### src/rtl/ras_pkg.sv
package ras_pkg;
  localparam int CFG_MASK_LSB = 16;

  typedef struct packed {
    logic uc;
    logic ovf;
    logic vld;
  } log_stat_t;

  typedef enum logic [1:0] {
    SEL_NONE,
    SEL_CFG,
    SEL_STAT,
    SEL_LOC
  } reg_sel_e;
endpackage

### src/rtl/ras_src_log.sv
module ras_src_log
  import ras_pkg::*;
#(
  parameter int LOC_W = 16
) (
  input  logic             clk,
  input  logic             rst_n,
  input  logic             pulse,
  input  logic             uc_in,
  input  logic [LOC_W-1:0] loc_in,
  input  logic             clr,
  output log_stat_t        stat,
  output logic [LOC_W-1:0] loc
);
  always_ff @(posedge clk) begin
    if (!rst_n) begin
      stat <= '0;
      loc  <= '0;
    end else if (pulse && (!stat.vld || clr)) begin
      stat.vld <= 1'b1;
      stat.ovf <= 1'b0;
      stat.uc  <= uc_in;
      loc      <= loc_in;
    end else if (pulse) begin
      stat.ovf <= 1'b1;
      if (uc_in && !stat.uc) begin
        stat.uc <= 1'b1;
        loc     <= loc_in;
      end
    end else if (clr) begin
      stat <= '0;
      loc  <= '0;
    end
  end


  repeat_sets_ovf_chk: assert property (@(posedge clk) disable iff (!rst_n)
    (pulse && stat.vld && !clr) |=> stat.ovf);


  uc_record_kept_chk: assert property (@(posedge clk) disable iff (!rst_n)
    (pulse && stat.vld && stat.uc && !clr) |=> (stat.uc && $stable(loc)));


  clear_empties_chk: assert property (@(posedge clk) disable iff (!rst_n)
    (clr && !pulse) |=> !stat.vld);
endmodule

### src/rtl/ras_cfg.sv
module ras_cfg #(
  parameter int NUM_SRC = 4
) (
  input  logic               clk,
  input  logic               rst_n,
  input  logic               wr_req,
  input  logic               wr_mlevel,
  input  logic [NUM_SRC-1:0] route_d,
  input  logic [NUM_SRC-1:0] mask_d,
  output logic [NUM_SRC-1:0] route,
  output logic [NUM_SRC-1:0] mask,
  output logic               deny
);
  assign deny = wr_req && !wr_mlevel;

  always_ff @(posedge clk) begin
    if (!rst_n) begin
      route <= '0;
      mask  <= '0;
    end else if (wr_req && wr_mlevel) begin
      route <= route_d;
      mask  <= mask_d;
    end
  end


  sup_write_ignored_chk: assert property (@(posedge clk) disable iff (!rst_n)
    (wr_req && !wr_mlevel) |=> ($stable(route) && $stable(mask)));
endmodule

### src/rtl/ras_irq_route.sv
module ras_irq_route #(
  parameter int NUM_SRC = 4
) (
  input  logic               clk,
  input  logic               rst_n,
  input  logic [NUM_SRC-1:0] vld,
  input  logic [NUM_SRC-1:0] mask,
  input  logic [NUM_SRC-1:0] route,
  output logic               irq_m,
  output logic               irq_s
);
  logic [NUM_SRC-1:0] live;

  assign live  = vld & ~mask;
  assign irq_m = |(live & ~route);
  assign irq_s = |(live & route);


  all_masked_quiet_chk: assert property (@(posedge clk) disable iff (!rst_n)
    (&mask) |-> !(irq_m || irq_s));


  no_log_no_irq_chk: assert property (@(posedge clk) disable iff (!rst_n)
    (vld == '0) |-> !(irq_m || irq_s));
endmodule

### src/rtl/ras_err_hub.sv
module ras_err_hub
  import ras_pkg::*;
#(
  parameter int NUM_SRC = 4,
  parameter int LOC_W   = 16,
  parameter int REG_AW  = 6,
  parameter int DATA_W  = 32
) (
  input  logic                     clk,
  input  logic                     rst_n,
  input  logic [NUM_SRC-1:0]       err_pulse,
  input  logic [NUM_SRC-1:0]       err_uncorr,
  input  logic [NUM_SRC*LOC_W-1:0] err_loc,
  input  logic                     req_valid,
  input  logic                     req_write,
  input  logic                     req_mlevel,
  input  logic [REG_AW-1:0]        req_addr,
  input  logic [DATA_W-1:0]        req_wdata,
  output logic                     rsp_valid,
  output logic [DATA_W-1:0]        rsp_rdata,
  output logic                     rsp_err,
  output logic                     irq_m,
  output logic                     irq_s
);
  localparam int IDX_W  = (NUM_SRC > 1) ? $clog2(NUM_SRC) : 1;
  localparam int LOG_LO = 2;
  localparam int LOG_HI = 2 * NUM_SRC + 1;

  reg_sel_e             sel;
  logic [REG_AW-1:0]    off;
  logic [IDX_W-1:0]     idx;
  log_stat_t            stat_q [NUM_SRC];
  logic [LOC_W-1:0]     loc_q  [NUM_SRC];
  logic [NUM_SRC-1:0]   vld_v;
  logic [NUM_SRC-1:0]   clr_v;
  logic [NUM_SRC-1:0]   route, mask;
  logic                 cfg_wr, cfg_deny;
  logic [DATA_W-1:0]    rd_d;
  logic                 err_d;

  always_comb begin
    sel = SEL_NONE;
    off = '0;
    idx = '0;
    if (req_addr == '0) begin
      sel = SEL_CFG;
    end else if (int'(req_addr) >= LOG_LO && int'(req_addr) <= LOG_HI) begin
      off = req_addr - REG_AW'(LOG_LO);
      idx = off[IDX_W:1];
      sel = off[0] ? SEL_LOC : SEL_STAT;
    end
  end

  assign cfg_wr = req_valid && req_write && (sel == SEL_CFG);

  for (genvar g = 0; g < NUM_SRC; g++) begin : g_src
    assign clr_v[g] = req_valid && req_write && (sel == SEL_STAT) &&
                      (int'(idx) == g) && req_wdata[0];
    assign vld_v[g] = stat_q[g].vld;

    ras_src_log #(.LOC_W(LOC_W)) u_log (
      .clk    (clk),
      .rst_n  (rst_n),
      .pulse  (err_pulse[g]),
      .uc_in  (err_uncorr[g]),
      .loc_in (err_loc[g*LOC_W +: LOC_W]),
      .clr    (clr_v[g]),
      .stat   (stat_q[g]),
      .loc    (loc_q[g])
    );
  end

  ras_cfg #(.NUM_SRC(NUM_SRC)) u_cfg (
    .clk       (clk),
    .rst_n     (rst_n),
    .wr_req    (cfg_wr),
    .wr_mlevel (req_mlevel),
    .route_d   (req_wdata[NUM_SRC-1:0]),
    .mask_d    (req_wdata[CFG_MASK_LSB +: NUM_SRC]),
    .route     (route),
    .mask      (mask),
    .deny      (cfg_deny)
  );

  ras_irq_route #(.NUM_SRC(NUM_SRC)) u_route (
    .clk   (clk),
    .rst_n (rst_n),
    .vld   (vld_v),
    .mask  (mask),
    .route (route),
    .irq_m (irq_m),
    .irq_s (irq_s)
  );

  always_comb begin
    rd_d  = '0;
    err_d = 1'b0;
    case (sel)
      SEL_CFG: begin
        rd_d[NUM_SRC-1:0]            = route;
        rd_d[CFG_MASK_LSB +: NUM_SRC] = mask;
        err_d = cfg_deny;
      end
      SEL_STAT: rd_d = DATA_W'(stat_q[idx]);
      SEL_LOC:  rd_d = DATA_W'(loc_q[idx]);
      default:  err_d = 1'b1;
    endcase
  end

  always_ff @(posedge clk) begin
    if (!rst_n) begin
      rsp_valid <= 1'b0;
      rsp_rdata <= '0;
      rsp_err   <= 1'b0;
    end else begin
      rsp_valid <= req_valid;
      rsp_rdata <= req_valid ? rd_d : '0;
      rsp_err   <= req_valid && err_d;
    end
  end

  logic unused_wdata;
  assign unused_wdata = ^req_wdata;


  rsp_follows_req_chk: assert property (@(posedge clk) disable iff (!rst_n)
    req_valid |=> rsp_valid);


  no_rsp_without_req_chk: assert property (@(posedge clk) disable iff (!rst_n)
    !req_valid |=> !rsp_valid);
endmodule

### config.mk
export PLATFORM = sky130hd
export DESIGN_NAME = ras_err_hub
export DESIGN_NICKNAME = d
export VERILOG_FILES = /design/src/rtl/ras_pkg.sv /design/src/rtl/ras_src_log.sv /design/src/rtl/ras_cfg.sv /design/src/rtl/ras_irq_route.sv /design/src/rtl/ras_err_hub.sv
export SDC_FILE = /design/constraint.sdc
export NUM_CORES = 1
export LEC_CHECK = 0
export ABC_AREA = 1
export CAP_MARGIN = 20
export CORE_ASPECT_RATIO = 1.4
export CORE_MARGIN = 3
export CORE_UTILIZATION = 35
export CTS_CLUSTER_SIZE = 24
export DETAILED_ROUTE_END_ITERATION = 16
export DONT_BUFFER_PORTS = 1
export SLEW_MARGIN = 20
export SYNTH_ARGS = -nofsm -noshare
export SYNTH_HDL_FRONTEND = slang
export SYNTH_SLANG_ARGS = --single-unit
### constraint.sdc
create_clock -name clk -period 1.9 [get_ports clk]
set_input_delay 0.38 -clock clk [delete_from_list [all_inputs] [get_ports clk]]
set_output_delay 0.38 -clock clk [all_outputs]
set_load 0.01 [all_outputs]
==> flow_summary_export.csv <==
group,metric,value,unit
final_layout,mostFrequentLayoutCell,"nand2_1",
synth,yosysWarnings,0,
timing,fin_crit,1.74,ns
clock_tree,cts_buffer_depth,2,
setup_path,cp.required,1.52,ns
setup_path,r2r_cells,5,
detailed_routing,ant_nets,0,
detailed_routing,dr.pass1.iters,6,
placement,place_ws,0.0759,ns
final_layout,diodes,0,
setup_path,crit_path_start_kind,"register",
final_layout,syn2layout_area_growth,6.52,%
clock_tree,clkSlewWorstSetupHoldPaths,0.07,ns
placement,place_congestion,0.875,
power,p_total,4.58,mW
clock_tree,cts.htree.levels,3,
synth,ys_ff_latch,106,
clock_tree,cts_resized,0,
min_path,whs_path_depth,1,
detailed_routing,routed_via_density,5.03,
timing,layout_setup_ws,0.161,ns
placement,placed_cells,749,
timing,skew,0.00838,ns
setup_path,timing.rr.start,"g_src[2].u_log.stat[2]$_SDFFE_PN0P_",
synth,synthCells,593,
timing,max-slew-margin-rel,0.666,
timing,rsz0062_at_grt,"no",
timing,fmax,0.575,GHz
timing,maxSlewViolCount,0,
power,power_density,878,mW/mm^2
min_path,min_from,"err_pulse[1]",
synth,synth_area,0.00490,sq mm
power,peakVddDrop,0.000505,V
clock_tree,cts_buffers,9,
placement,port_buffers,0,
setup_path,rr_endpoint,"g_src[2].u_log.loc[7]$_SDFFE_PN0P_",
detailed_routing,finalWirelength,12600,um
synth,avgSynthCellArea,8.26,sq um
synth,ys_seq_area_frac,0.433,
min_path,worstHoldPathType,"in2reg",
clock_tree,ctsHoldBuffers,0,
setup_path,cp_max_fo,4,
global_route,grt_pass1_wl,19500,um
global_route,grt_usage,0.161,
clock_tree,postCtsSetupBuffers,0,
detailed_routing,drt-wirelength-per-cell,16.5,um
run,cap_violations,0,
timing,fin_crit_sh,0.915,
detailed_routing,drt_iter0_markers,212,
detailed_routing,vias,3846,
timing,finalHoldViolCount,0,
global_route,grt_pass1_vias,3776,
setup_path,worstPathArrival,1.36,ns
timing,setup_viol,0,
clock_tree,clock-sinks,106,
global_route,grt_remaining_overflow,0,
setup_path,crit_type,"reg2out",
final_layout,drive_gt1_frac,0.194,
floorplan,dieHeight,146,um
floorplan,core-area,0.0135,sq mm
synth,ys_types,35,
timing,finalSetupTns,0,ns
detailed_routing,drc_errors,0,
floorplan,core.rowCount,50,
clock_tree,root_buffer,"clkbuf_16",
setup_path,end_kind,"output pin",
floorplan,start_util,0.362,
final_layout,layout_common_cells,"121 x nand2_1, 106 x dfxtp_1, 70 x a21oi_1",
final_layout,layoutNonFillerInstCount,765,
floorplan,ioPinCount,151,
final_layout,fin_util,0.386,
global_route,grt_max_degree,77,
power,leakage,2.03,nW
setup_path,r2r_setup_slack,0.54,ns
global_route,antenna_found_initial,0,
placement,hpwl,9560,um
floorplan,dieWidth,106,um
clock_tree,tritoncts,"built",
clock_tree,clk_latency,0.34,ns
outcome,outcome,"complete, no violations",
floorplan,dieArea,0.0155,sq mm
final_layout,nNetsFinal,693,
timing,tightest_slew,0.500,ns
min_path,hold_end,"g_src[1].u_log.stat[1]$_SDFFE_PP0P_",
-- cell families after synthesis --
group | Yosys count | share of synthesized area
buf+inv | 85 | 0.0981
other cells | 1 | 0.000766
simple gates | 271 | 0.303
compound gates | 130 | 0.165
flops | 106 | 0.433
-- through the flow --
step / cell area, sq um / hold slack (ns)
floorplan: 4940 / 0.439
global placement: 4930 / 0.448
detailed placement: 4930 / 0.454
CTS: 5220 / 0.120
global route: 5220 / 0.123
finish: 5220 / 0.132
-- worst max-delay path by stage --
| stage | startpoint | end | slack, ns | cells after the start |
|---|---|---|---|---|
| floorplan | req_addr[5] | g_src[0].u_log.loc[10]$_SDFFE_PN0P_ | 0.27 | 11 |
| global placement | req_addr[5] | g_src[2].u_log.loc[8]$_SDFFE_PN0P_ | 0.14 | 10 |
| detailed placement | req_addr[5] | g_src[3].u_log.loc[1]$_SDFFE_PN0P_ | 0.08 | 8 |
| CTS | g_src[3].u_log.stat[0]$_SDFFE_PN0P_ | irq_m | 0.13 | 4 |
| global route | g_src[3].u_log.stat[0]$_SDFFE_PN0P_ | irq_m | 0.03 | 4 |
| finish | g_src[3].u_log.stat[0]$_SDFFE_PN0P_ | irq_m | 0.16 | 4 |
-- cells in the mapped netlist --
library cell	count	area share
a31o_1	3	0.0054
o21ai_0	5	0.0051
nor3_4	1	0.0033
buf_2	13	0.013
or2_2	3	0.0038
nand4_1	4	0.0051
inv_1	36	0.028
buf_8	6	0.018
o21ai_1	5	0.0051
a21oi_2	20	0.036
nor2_4	2	0.0046
nand3_2	21	0.043
nor2_2	1	0.0013
dfxtp_1	106	0.43
conb_1	1	0.00077
inv_4	1	0.0013
buf_4	14	0.021
nor2_1	18	0.014
nand3_1	64	0.065
a21oi_1	70	0.072
a211oi_1	4	0.0061
a31oi_1	6	0.0077
o32ai_1	1	0.0018
nand2_1	121	0.093
nand2_4	9	0.021
buf_6	3	0.0069
nor2_8	1	0.0041
inv_2	3	0.0023
clkbuf_1	9	0.0069
o2111ai_2	1	0.0031
nand2_2	20	0.026
o21ai_2	1	0.0018
nand3_4	5	0.018
a22oi_1	14	0.021
nor3b_1	1	0.0015
-- registers in the layout, indices dropped and copies added, names as in the netlist --
name / cells
g_src.u_log.loc: 64
rsp_rdata: 20
g_src.u_log.stat: 12
u_cfg.mask: 4
u_cfg.route: 4
rsp_err: 1
rsp_valid: 1
-- metal layers --
metal / up-vias / global-route usage / share of wire
met5: - / 0 / 0
met4: 0 / 0.0454 / 0.014
met3: 12 / 0.0382 / 0.065
met2: 131 / 0.298 / 0.54
met1: 1776 / 0.182 / 0.38
li1: 1927 / - / -
-- critical path, stage by stage (launching register included) --
cell and delay [ns]:
dfxtp_1 0.44, inv_1 0.09, o32ai_1 0.25, a31oi_1 0.06, o21ai_0 0.18
-- cell type report --
| type | count | area [sq um] |
|---|---|---|
| Clock buffer | 11 | 243 |
| Clock inverter | 5 | 37.5 |
| Fill cell | 1462 | 8300 |
| Inverter | 40 | 153 |
| Multi-Input combinational cell | 413 | 2330 |
| Sequential cell | 106 | 2120 |
| Tap cell | 182 | 228 |
| Timing Repair Buffer | 8 | 97.6 |
-- where the power goes --
| group | internal, mW | total [mW] | switching (mW) |
|---|---|---|---|
| clock | 0.930 | 1.75 | 0.823 |
| combinational | 0.162 | 0.429 | 0.267 |
| sequential | 2.33 | 2.40 | 0.0703 |
Note: power is estimated with default switching activity, not from simulation.
